$ cat config.mk
export PLATFORM = sky130hd
export DESIGN_NAME = tile_xfer_engine
export DESIGN_NICKNAME = d
export VERILOG_FILES = /design/src/rtl/tx_pkg.sv /design/src/rtl/tx_limit.sv /design/src/rtl/tx_walker.sv /design/src/rtl/tx_lanes.sv /design/src/rtl/tile_xfer_engine.sv
export SDC_FILE = /design/constraint.sdc
export NUM_CORES = 1
export LEC_CHECK = 0
export BUFFER_PORTS_ARGS = -buffer_cell sky130_fd_sc_hd__clkbuf_2
export CAP_MARGIN = 20
export CORE_MARGIN = 2
export CORE_UTILIZATION = 35
export CTS_CLUSTER_DIAMETER = 60
export DETAILED_ROUTE_END_ITERATION = 10
export GPL_TIMING_DRIVEN = 1
export PLACE_DENSITY = 0.67
export SYNTH_ARGS = -nofsm -noshare
export SYNTH_HDL_FRONTEND = slang
export SYNTH_SLANG_ARGS = --single-unit
$ cat constraint.sdc
create_clock -name clk -period 13 [get_ports clk]
set_input_delay 0.65 -clock clk [delete_from_list [all_inputs] [get_ports clk]]
set_output_delay 0.65 -clock clk [all_outputs]
set_load 0.01 [all_outputs]
$ cat src/rtl/tx_pkg.sv
// Shared encodings for the strided tile transfer engine.
// Assumes element data fits a 64-bit lane.
package tx_pkg;
    typedef enum logic [1:0] {
        CLS_A   = 2'd0,
        CLS_B   = 2'd1,
        CLS_C   = 2'd2,
        CLS_RSV = 2'd3
    } tile_cls_e;

    typedef enum logic [1:0] {
        EW_8  = 2'd0,
        EW_16 = 2'd1,
        EW_32 = 2'd2,
        EW_64 = 2'd3
    } elem_w_e;

    // Element size in bytes for a width code.
    function automatic logic [4:0] ew_bytes(input logic [1:0] ew);
        return 5'd1 << ew;
    endfunction
endpackage

$ cat src/rtl/tx_limit.sv
// Derives row length and element count for a command.
// Purely combinational; inputs are the live command and tile settings.
// Assumes VLEN is a multiple of 64.
module tx_limit #(
    parameter int VLEN   = 512,
    parameter int TDIM_W = 8,
    parameter int CNT_W  = $clog2(VLEN) + 1
) (
    input  logic [1:0]        cls,
    input  logic [1:0]        ew,
    input  logic [1:0]        lmul_log2,
    input  logic [TDIM_W-1:0] tm,
    input  logic [TDIM_W-1:0] tk,
    input  logic [TDIM_W-1:0] tn,
    output logic [TDIM_W-1:0] row_len,
    output logic [CNT_W-1:0]  total
);
    import tx_pkg::*;

    localparam int PW = 2 * TDIM_W;
    localparam int MW = (PW > CNT_W) ? PW : CNT_W;

    logic [MW-1:0] vlmax;
    logic [MW-1:0] msize;
    logic [PW-1:0] prod;

    // Pick the tile product and row length by class, then cap by capacity.
    always_comb begin
        vlmax = MW'(VLEN / 8);
        vlmax = (vlmax >> ew) << lmul_log2;
        unique case (tile_cls_e'(cls))
            CLS_A:   begin prod = PW'(tm) * PW'(tk); row_len = tk; end
            CLS_B:   begin prod = PW'(tk) * PW'(tn); row_len = tn; end
            default: begin prod = PW'(tm) * PW'(tn); row_len = tn; end
        endcase
        msize = MW'(prod);
        total = CNT_W'((vlmax < msize) ? vlmax : msize);
    end
endmodule

$ cat src/rtl/tx_walker.sv
// Walks a tile row by row, producing the element address and flat index.
// Addresses step by element size in a row and by the stride between rows.
// Assumes row_len is nonzero whenever total is nonzero.
module tx_walker #(
    parameter int ADDR_W = 32,
    parameter int TDIM_W = 8,
    parameter int CNT_W  = 10
) (
    input  logic              clk,
    input  logic              rst_n,
    input  logic              start,
    input  logic              advance,
    input  logic [ADDR_W-1:0] base,
    input  logic [ADDR_W-1:0] stride,
    input  logic [1:0]        ew,
    input  logic [TDIM_W-1:0] row_len,
    input  logic [CNT_W-1:0]  total,
    output logic [ADDR_W-1:0] addr,
    output logic [CNT_W-1:0]  idx,
    output logic              last
);
    logic [CNT_W-1:0]  cnt_q;
    logic [CNT_W-1:0]  total_q;
    logic [TDIM_W-1:0] col_q;
    logic [TDIM_W-1:0] row_len_q;
    logic [ADDR_W-1:0] row_addr_q;
    logic [ADDR_W-1:0] elem_addr_q;
    logic [ADDR_W-1:0] stride_q;
    logic [1:0]        ew_q;
    logic              row_end;
    logic [ADDR_W-1:0] step;

    // Decode the end of a row and the in-row address step.
    always_comb begin
        row_end = (col_q == row_len_q - 1'b1);
        step    = ADDR_W'(1) << ew_q;
    end

    // Latch the command, then advance column, row and address per element.
    always_ff @(posedge clk) begin
        if (!rst_n) begin
            cnt_q       <= '0;
            total_q     <= '0;
            col_q       <= '0;
            row_len_q   <= '0;
            row_addr_q  <= '0;
            elem_addr_q <= '0;
            stride_q    <= '0;
            ew_q        <= '0;
        end else if (start) begin
            cnt_q       <= '0;
            total_q     <= total;
            col_q       <= '0;
            row_len_q   <= row_len;
            row_addr_q  <= base;
            elem_addr_q <= base;
            stride_q    <= stride;
            ew_q        <= ew;
        end else if (advance) begin
            cnt_q <= cnt_q + 1'b1;
            if (row_end) begin
                col_q       <= '0;
                row_addr_q  <= row_addr_q + stride_q;
                elem_addr_q <= row_addr_q + stride_q;
            end else begin
                col_q       <= col_q + 1'b1;
                elem_addr_q <= elem_addr_q + step;
            end
        end
    end

    assign addr = elem_addr_q;
    assign idx  = cnt_q;
    assign last = (CNT_W'(cnt_q + 1'b1) == total_q);

    // The counter never runs past the latched element count.
    a_r3_cnt_bound: assert property (@(posedge clk) disable iff (!rst_n)
        cnt_q <= total_q);

    // The column stays inside the latched row length.
    a_r4_col_bound: assert property (@(posedge clk) disable iff (!rst_n)
        (row_len_q == '0) || (col_q < row_len_q));

    // A row wrap moves the element address to the next row start.
    a_r5_row_jump: assert property (@(posedge clk) disable iff (!rst_n)
        (advance && !start && row_end) |=> (elem_addr_q == row_addr_q));
endmodule

$ cat src/rtl/tx_lanes.sv
// Byte-lane masking for store data and the registered write into the
// vector register group on loads. Assumes DATA_W is 64.
module tx_lanes #(
    parameter int DATA_W = 64,
    parameter int CNT_W  = 10
) (
    input  logic              clk,
    input  logic              rst_n,
    input  logic [1:0]        ew,
    input  logic              load_hs,
    input  logic [CNT_W-1:0]  hs_idx,
    input  logic [DATA_W-1:0] mem_rdata,
    input  logic [DATA_W-1:0] vreg_rdata,
    output logic [DATA_W-1:0] mem_wdata,
    output logic              vreg_we,
    output logic [CNT_W-1:0]  vreg_widx,
    output logic [DATA_W-1:0] vreg_wdata
);
    import tx_pkg::*;

    localparam int NB = DATA_W / 8;

    logic [DATA_W-1:0] keep;
    logic [4:0]        esz;

    assign esz = ew_bytes(ew);

    // One byte-enable per lane: lanes below the element size pass.
    for (genvar b = 0; b < NB; b++) begin : g_lane
        assign keep[8*b +: 8] = {8{5'(b) < esz}};
    end

    assign mem_wdata = vreg_rdata & keep;

    // Register the masked load data with its index for the register group.
    always_ff @(posedge clk) begin
        if (!rst_n) begin
            vreg_we    <= 1'b0;
            vreg_widx  <= '0;
            vreg_wdata <= '0;
        end else begin
            vreg_we <= load_hs;
            if (load_hs) begin
                vreg_widx  <= hs_idx;
                vreg_wdata <= mem_rdata & keep;
            end
        end
    end

    // Every register group write follows an accepted load request.
    a_r8_we_follows: assert property (@(posedge clk) disable iff (!rst_n)
        vreg_we |-> $past(load_hs));

    // A write carries the index that was requested one cycle earlier.
    a_r8_widx_match: assert property (@(posedge clk) disable iff (!rst_n)
        load_hs |=> (vreg_widx == $past(hs_idx)));
endmodule

$ cat src/rtl/tile_xfer_engine.sv
// Top of the strided tile transfer engine. Accepts one command while idle,
// checks widths and class, then issues one element request per cycle on a
// valid/ready port until the capped count is reached.
// Assumes mem_rdata is valid in the cycle a load request is accepted and
// vreg_rdata is valid combinationally for vreg_idx.
module tile_xfer_engine #(
    parameter int ADDR_W = 32,
    parameter int VLEN   = 512,
    parameter int TDIM_W = 8,
    parameter int DATA_W = 64,
    localparam int CNT_W = $clog2(VLEN) + 1
) (
    input  logic              clk,
    input  logic              rst_n,
    input  logic              cmd_valid,
    input  logic              cmd_store,
    input  logic [1:0]        cmd_cls,
    input  logic [1:0]        cmd_ew,
    input  logic [ADDR_W-1:0] cmd_base,
    input  logic [ADDR_W-1:0] cmd_stride,
    input  logic [1:0]        cfg_vsew,
    input  logic [1:0]        cfg_lmul_log2,
    input  logic [TDIM_W-1:0] tile_m,
    input  logic [TDIM_W-1:0] tile_k,
    input  logic [TDIM_W-1:0] tile_n,
    output logic              busy,
    output logic              done,
    output logic              cmd_reject,
    output logic              mem_req_valid,
    input  logic              mem_req_ready,
    output logic              mem_req_we,
    output logic [ADDR_W-1:0] mem_req_addr,
    output logic [1:0]        mem_req_size,
    output logic [DATA_W-1:0] mem_req_wdata,
    input  logic [DATA_W-1:0] mem_rdata,
    output logic [CNT_W-1:0]  vreg_idx,
    input  logic [DATA_W-1:0] vreg_rdata,
    output logic              vreg_we,
    output logic [CNT_W-1:0]  vreg_widx,
    output logic [DATA_W-1:0] vreg_wdata
);
    import tx_pkg::*;

    logic [TDIM_W-1:0] lim_row_len;
    logic [CNT_W-1:0]  lim_total;
    logic              accept;
    logic              bad_cmd;
    logic              accept_ok;
    logic              hs;
    logic              last;
    logic              store_q;
    logic [1:0]        ew_q;

    tx_limit #(
        .VLEN   (VLEN),
        .TDIM_W (TDIM_W),
        .CNT_W  (CNT_W)
    ) u_limit (
        .cls       (cmd_cls),
        .ew        (cmd_ew),
        .lmul_log2 (cfg_lmul_log2),
        .tm        (tile_m),
        .tk        (tile_k),
        .tn        (tile_n),
        .row_len   (lim_row_len),
        .total     (lim_total)
    );

    // Command acceptance and validity decode.
    always_comb begin
        accept    = cmd_valid && !busy;
        bad_cmd   = (cfg_vsew != cmd_ew) || (tile_cls_e'(cmd_cls) == CLS_RSV);
        accept_ok = accept && !bad_cmd;
        hs        = busy && mem_req_ready;
    end

    tx_walker #(
        .ADDR_W (ADDR_W),
        .TDIM_W (TDIM_W),
        .CNT_W  (CNT_W)
    ) u_walker (
        .clk     (clk),
        .rst_n   (rst_n),
        .start   (accept_ok),
        .advance (hs),
        .base    (cmd_base),
        .stride  (cmd_stride),
        .ew      (cmd_ew),
        .row_len (lim_row_len),
        .total   (lim_total),
        .addr    (mem_req_addr),
        .idx     (vreg_idx),
        .last    (last)
    );

    tx_lanes #(
        .DATA_W (DATA_W),
        .CNT_W  (CNT_W)
    ) u_lanes (
        .clk        (clk),
        .rst_n      (rst_n),
        .ew         (ew_q),
        .load_hs    (hs && !store_q),
        .hs_idx     (vreg_idx),
        .mem_rdata  (mem_rdata),
        .vreg_rdata (vreg_rdata),
        .mem_wdata  (mem_req_wdata),
        .vreg_we    (vreg_we),
        .vreg_widx  (vreg_widx),
        .vreg_wdata (vreg_wdata)
    );

    // Sequence control: busy window, done and reject pulses, command latch.
    always_ff @(posedge clk) begin
        if (!rst_n) begin
            busy       <= 1'b0;
            done       <= 1'b0;
            cmd_reject <= 1'b0;
            store_q    <= 1'b0;
            ew_q       <= '0;
        end else begin
            done       <= (accept_ok && (lim_total == '0)) || (hs && last);
            cmd_reject <= accept && bad_cmd;
            if (accept_ok) begin
                store_q <= cmd_store;
                ew_q    <= cmd_ew;
            end
            if (accept_ok && (lim_total != '0)) begin
                busy <= 1'b1;
            end else if (hs && last) begin
                busy <= 1'b0;
            end
        end
    end

    assign mem_req_valid = busy;
    assign mem_req_we    = store_q;
    assign mem_req_size  = ew_q;

    // A stalled request holds its address and index.
    a_r7_hold: assert property (@(posedge clk) disable iff (!rst_n)
        (mem_req_valid && !mem_req_ready) |=>
            (mem_req_valid && $stable(mem_req_addr) && $stable(vreg_idx)));

    // The done pulse never overlaps an outstanding request.
    a_r10_done_idle: assert property (@(posedge clk) disable iff (!rst_n)
        done |-> !mem_req_valid);

    // A rejected command leaves the engine idle.
    a_r1_reject_idle: assert property (@(posedge clk) disable iff (!rst_n)
        cmd_reject |-> (!busy && !done));

    // A command seen while busy does not restart the walk.
    a_r2_no_restart: assert property (@(posedge clk) disable iff (!rst_n)
        (busy && cmd_valid && !mem_req_ready) |=> $stable(vreg_idx));
endmodule

# After elaboration in Yosys (flattened, before gate mapping)

Cells that the tools add are included.

Logic and storage cells: 77
Bits in read-only memories: 0
Output and inout port bits: 188
Bits in latches: 0
Bits in writable memories: 0
Input port bits: 229
Bits in registers: 213
Memories kept: 0

Reductions and logical operators: 21
Eq/ne operators: 5
Muxes and demuxes: 12
Shifts and indexed selects: 4
Bitwise operators: 3
$add $sub $neg: 5
$lt $le $gt $ge: 9
Multiply operators: 3
Divide/modulo/power cells: 0

Operator list:

| kind                                                      | count |
|---|---|
| 2-to-1 mux 32 bit                                         | 6 |
| bitwise AND 64 bit                                        | 2 |
| adder 32 bit                                              | 2 |
| multiplier 8 x 8 -> 16 bit                                | 3 |
| case mux 16 bit (2 select lines)                          | 1 |
| << shifter 1 x 2 -> 32 bit, first input constant          | 1 |
| less-than comparator 3 x 5 -> 1 bit, first input constant | 4 |
| less-than comparator 16 bit                               | 1 |
| 2-to-1 mux 8 bit                                          | 2 |
| << shifter 16 x 2 -> 16 bit                               | 1 |
| right shift 7 x 2 -> 16 bit, first input constant         | 1 |
| adder 10 x 1 -> 10 bit, second input constant             | 1 |
| == test 10 bit                                            | 1 |
| zero test 10 bit                                          | 1 |
| less-than comparator 1 x 5 -> 1 bit, first input constant | 2 |
| less-than comparator 2 x 5 -> 1 bit, first input constant | 2 |
| 2-to-1 mux 10 bit                                         | 1 |
| nonzero test 10 bit                                       | 1 |
| adder 8 x 1 -> 8 bit, second input constant               | 1 |
| == test 8 bit                                             | 1 |
| logical AND 1 bit                                         | 8 |
| subtractor 8 x 1 -> 8 bit, second input constant          | 1 |
| nonzero test 2 bit                                        | 3 |
| << shifter 1 x 2 -> 5 bit, first input constant           | 1 |
| other kinds (10)                                          | 14 |

# Logic depth before layout (Yosys ltp)

Depth after elaboration: 7
Mapped depth: 29

# By module

Synthesis repeated with hierarchy kept, for this count alone.

Cell total of the unflattened synthesis: 2320
Area total of the unflattened synthesis: 19341.0 um2

By module, submodules not included:

| module           | cells each | times used | area an instance (um2) |
|---|---|---|---|
| tx_walker        | 1005       | 1          | 8227.9 |
| tx_limit         | 893        | 1          | 7278.2 |
| tx_lanes         | 386        | 1          | 3515.9 |
| tile_xfer_engine | 36         | 1          | 319.1 |

# Least setup slack after synthesis

No wires, ideal clock.

Kind: input -> register
From: input tile_n[7]
To: register u_walker.total_q[8]
Data required time: 12.867 ns
Path buffers: 3
Arrival: 5.902 ns
Slack: 6.965 ns
Stages: 27
Cell sequence: clkbuf_1 > nand2_1 > fa_1 > fa_1 > inv_1 > fa_1 > inv_1 > fa_1 > inv_1 > ha_1 > o21a_1 > and2_1 > o21a_1 > nor2_1 > xnor2_1 > o21ai_0 > ha_1 > nand4_1 > nor2_1 > a221o_1 > o21ai_0 > a211o_1 > clkbuf_1 > buf_2 > o21ai_0 > o21ai_0 > a21oi_1

Cells in the longest elaborated chain, start to end: 4
Elaborated cells between the ends (all ways): 5

Ends and longest elaborated chain:

| what                                                 | RTL line                       | RTL |
|---|---|---|
| start, declared                                      | tile_xfer_engine.sv:25         | `input logic [TDIM_W-1:0] tile_n,` |
| multiplier 8 x 8 -> 16 bit, on equally long branches | tx_limit.sv:34, tx_limit.sv:33 |  |
| case mux 16 bit (2 select lines) *                   | tx_limit.sv:31                 | `unique case (tile_cls_e'(cls))` |
| less-than comparator 16 bit                          | tx_limit.sv:37                 | `total = CNT_W'((vlmax < msize) ? vlmax : msize);` |
| 2-to-1 mux 10 bit *                                  | tx_limit.sv:37                 |  |
| end signal, assigned                                 | tx_walker.sv:52                | `total_q <= total;` |
| end, declared                                        | tx_walker.sv:23                | `logic [CNT_W-1:0] total_q;` |

Mark *: on every way between the ends. The rest lies on a longest branch, timed or not.
A chain may end at the register's enable or synchronous reset.

# Worst setup path after layout

From: input tile_k[4]
To: register done

Cells in the longest elaborated chain, start to end: 7
Elaborated cells between the ends (all ways): 8

Ends and longest elaborated chain:

| what                                                 | RTL line                       | RTL |
|---|---|---|
| start, declared                                      | tile_xfer_engine.sv:24         | `input logic [TDIM_W-1:0] tile_k,` |
| multiplier 8 x 8 -> 16 bit, on equally long branches | tx_limit.sv:33, tx_limit.sv:32 |  |
| case mux 16 bit (2 select lines) *                   | tx_limit.sv:31                 |  |
| less-than comparator 16 bit                          | tx_limit.sv:37                 |  |
| 2-to-1 mux 10 bit *                                  | tx_limit.sv:37                 |  |
| zero test 10 bit *                                   | tile_xfer_engine.sv:122        | `done <= (accept_ok && (lim_total == '0)) \|\| (hs && last);` |
| logical AND 1 bit *                                  | tile_xfer_engine.sv:122        |  |
| logical OR 1 bit *                                   | tile_xfer_engine.sv:122        |  |
| end signal, assigned                                 | tile_xfer_engine.sv:122        |  |
| end, declared                                        | tile_xfer_engine.sv:27         | `output logic done,` |

Marks and branches as above.

==> impl_metrics.ini <==
[drt]
dr.pass1.iters = 5
ant_nets = 0
drt_iter0_markers = 1066
wire_per_inst_um = 18.5
drt-total-wl_mm = 60.1
vias = 17300
routed_via_density = 5.32
drc = 0

[clock_tree]
cts_buffer_depth = 3
cts_max_level = 1
cts-resized-gates = 0
cts_tree = yes
root_buffer = clkbuf_16
cts_inserted_buffers = 26
cts_setup_buffers = 0
numClockSinks = 213
ctsHoldBuffers = 0
clock_latency_ns = 0.55
clk_pin_slew_ns = 0.06

[global_routing]
grt-ovfl-total = 0
grt_usage_pct = 21.4
antenna_found_initial = 3
grt_start_max_net_pins = 85
grt_pass1_vias = 16800
grt_first_pass_wirelength_mm = 92.2

[finish]
regArea_um2 = 4260
multi_input_area_um2 = 12800
stdcell_area_um2 = 21600
nets = 3047
layout-area-overhead-vs-synth_pct = 18.1
fillers = 5206
drive_above_1_share_pct = 18.6
finalCoreUtilization_pct = 42.0

[sta]
rsz0062_at_grt = no
tns_ns = 0
worst_pin_slew_ns = 1.06
setup-violations-final = 0
fmax_ghz = 0.161
report.final.slew_viol_count = 0
finClkSkew_ns = 0.0265
fin_crit_sh_pct = 47.9
hold_viol_final = 0
post-route-min-period_ns = 6.23
relSlewSlack_pct = 29.3

[setup_path]
cp-start-kind = input pin
critPathArrivalTime_ns = 6.69
timing.critical_path.required_ns = 13.47
cp_max_fo = 18
critPathMaxStageDelay_ns = 0.55
crit_path_top_delay_cell = fa_1
r2r-start = u_walker.ew_q[0]
regToRegEndpoint = u_walker.addr[30]
reg2reg_setup_slack_ns = 8.71
end_kind = flop
crit_type = in -> reg
r2r_cells = 15

[synthesis]
synth-simple-area-share_pct = 21.9
postSynthAreaPerCell_um2 = 8.13
synth_area_um2 = 18300
synth.area.mux_share_pct = 1.22
synth_seq_area_share_pct = 23.3
synthXorXnorAreaFrac_pct = 5.16
synth_cells = 2253
ys_async_sr_fraction_pct = 0
synth_top_family_by_area = adder cells
synth-seq-cells = 213
ys_types = 77
synth-compound-area-share_pct = 19.0
syn_nets = 2745
synth_fa_ha_area_share_pct = 22.5
synth_flop_cell = dfxtp_1
synth_edf_count = 0
yosysWarnings = 0

[die]
dieArea_um2 = 54200
die_x_um = 233
initial_core_util_pct = 35.6
core-area_um2 = 51500
fp-row-count = 83
io_pins = 417
die_h_um = 233

[hold_path]
holdPathEnd = u_lanes.vreg_wdata[61]
worstHoldStart = mem_rdata[61]
hold_path.class = in -> reg
hold_depth = 2

[run_status]
status = finished, final reports clean

[placement]
dpl_cell_area_um2 = 20700
portBuffers = 400
gp_congestion = 0.911
post-dp-hpwl_mm = 45.7

[power]
power_density_nw_per_um2 = 118
ir_drop_mv = 0.0795
p_leak_nw = 10.3

[job]
cap_violations = 0
-- report_power, final --
group          leakage, nW  switching (W)  total, W  internal (W)
registers             1.72      0.0000208  0.000694      0.000673
logic                 8.16       0.000637   0.00108      0.000442
clock network        0.449       0.000298  0.000777      0.000479
total                 10.3       0.000956   0.00255       0.00159
-- state kept, by name, indices dropped and copies added (netlist names), 10 cells and up --
signal / flops
u_walker.idx: 10
u_lanes.vreg_widx: 10
u_walker.stride_q: 32
u_walker.row_addr_q: 32
u_lanes.vreg_wdata: 64
u_walker.total_q: 10
u_walker.addr: 32
-- synthesized netlist by cell type, types with 8 or more instances --
master    count  area [um^2]
nand2_1     290         1090
dfxtp_1     213         4260
inv_1       188          706
and2_1      170         1060
ha_1        153         1910
nor2_1      134          503
clkbuf_1    111          417
fa_1        110         2200
a21oi_1      95          475
o21ai_0      78          390
xnor2_1      62          543
a21boi_0     56          420
a22o_1       56          490
nand3_1      52          260
xor2_1       46          403
and3_1       45          282
o21ai_1      28          140
nor3_1       25          125
a21o_1       24          180
a211oi_1     23          173
a31oi_1      22          138
mux2i_1      20          200
nor2b_1      20          125
o21a_1       19          143
o211ai_1     17          128
nand4_1      16          100
o211a_1      14          140
or3_1        11         68.8
buf_1        10         37.5
nand2b_1     10         62.6
o22ai_1       9         56.3
buf_2         8         40.0
-- area by class of cell --
class	instances	share of cell area, %
diodes	3	0.0347
clock buffers	37	3.62
clock inverters	9	0.636
inverters	188	3.26
multi-input cells	1716	59.2
flip-flops and latches	213	19.7
well taps	680	3.93
repair buffers	410	9.64
-- worst max-delay path, delay by kind of cell --
| family | cells | cell delay [ns] |
|---|---|---|
| compound gates | 8 | 1.50 |
| fa+ha+maj | 6 | 2.76 |
| xor+xnor | 1 | 0.14 |
| buf+inv | 5 | 0.47 |
| simple gates | 7 | 1.19 |
-- kinds of logic after synthesis --
logic type                 Yosys count
buffers and inverters              324
adders and majority gates          263
and+or+nand+nor                    814
muxes                               22
xor gates and xnor gates           108
DFF                                213
AOI/OAI and AO/OA                  509
-- metrics by stage --
step / setup WS [ns] / cells / total power (W) / hold WS [ns]
final: 6.77 / 3256 / 0.00255 / 0.325
after floorplan: 6.97 / 2253 / 0.00147 / 0.440
after global placement: 6.29 / 3206 / 0.00175 / 0.454
after global routing: 6.30 / 3254 / 0.00273 / 0.312
after detailed placement: 6.28 / 3206 / 0.00177 / 0.461
after CTS: 6.82 / 3252 / 0.00256 / 0.299
-- per-layer routing --
| metal | track usage (%) | part of all wire, % | up-vias |
|---|---|---|---|
| li1 | - | - | 8257 |
| met1 | 27.2 | 42 | 8293 |
| met2 | 35.8 | 47 | 661 |
| met3 | 3.62 | 7.2 | 107 |
| met4 | 9.08 | 3.8 | 2 |
| met5 | 0 | 0.022 | - |
-- placed cells by master (no fill, tap or decap), types with 9 or more instances in the layout --
master and instances:
a21boi_0 56, nand3_1 52, o21ai_1 28, and3_1 45, nor2_1 133, o21a_1 19
nand4_1 16, dfxtp_1 213, o211ai_1 17, xor2_1 46, a21o_1 24, o21ai_0 78
inv_1 188, nand2b_1 10, buf_4 10, xnor2_1 62, nor2b_1 20, nor3_1 25
mux2i_1 20, a21oi_1 95, clkbuf_2 399, or3_1 11, and2_1 169, a211oi_1 23
fa_1 110, ha_1 153, o211a_1 14, a22o_1 56, a31oi_1 22, nand2_1 290
o22ai_1 9, clkbuf_16 27
-- worst max path at each step --
stage	slack (ns)	end	cells after the start	from
final	6.77	done	27	tile_k[4]
after global routing	6.30	done	27	tile_k[4]
after CTS	6.82	done	27	tile_k[4]
after detailed placement	6.28	done	27	tile_k[4]
after global placement	6.29	done	27	tile_k[4]
after floorplan	6.97	u_walker.total_q[8]	27	tile_n[7]
Power figures use the tool's default switching activity.
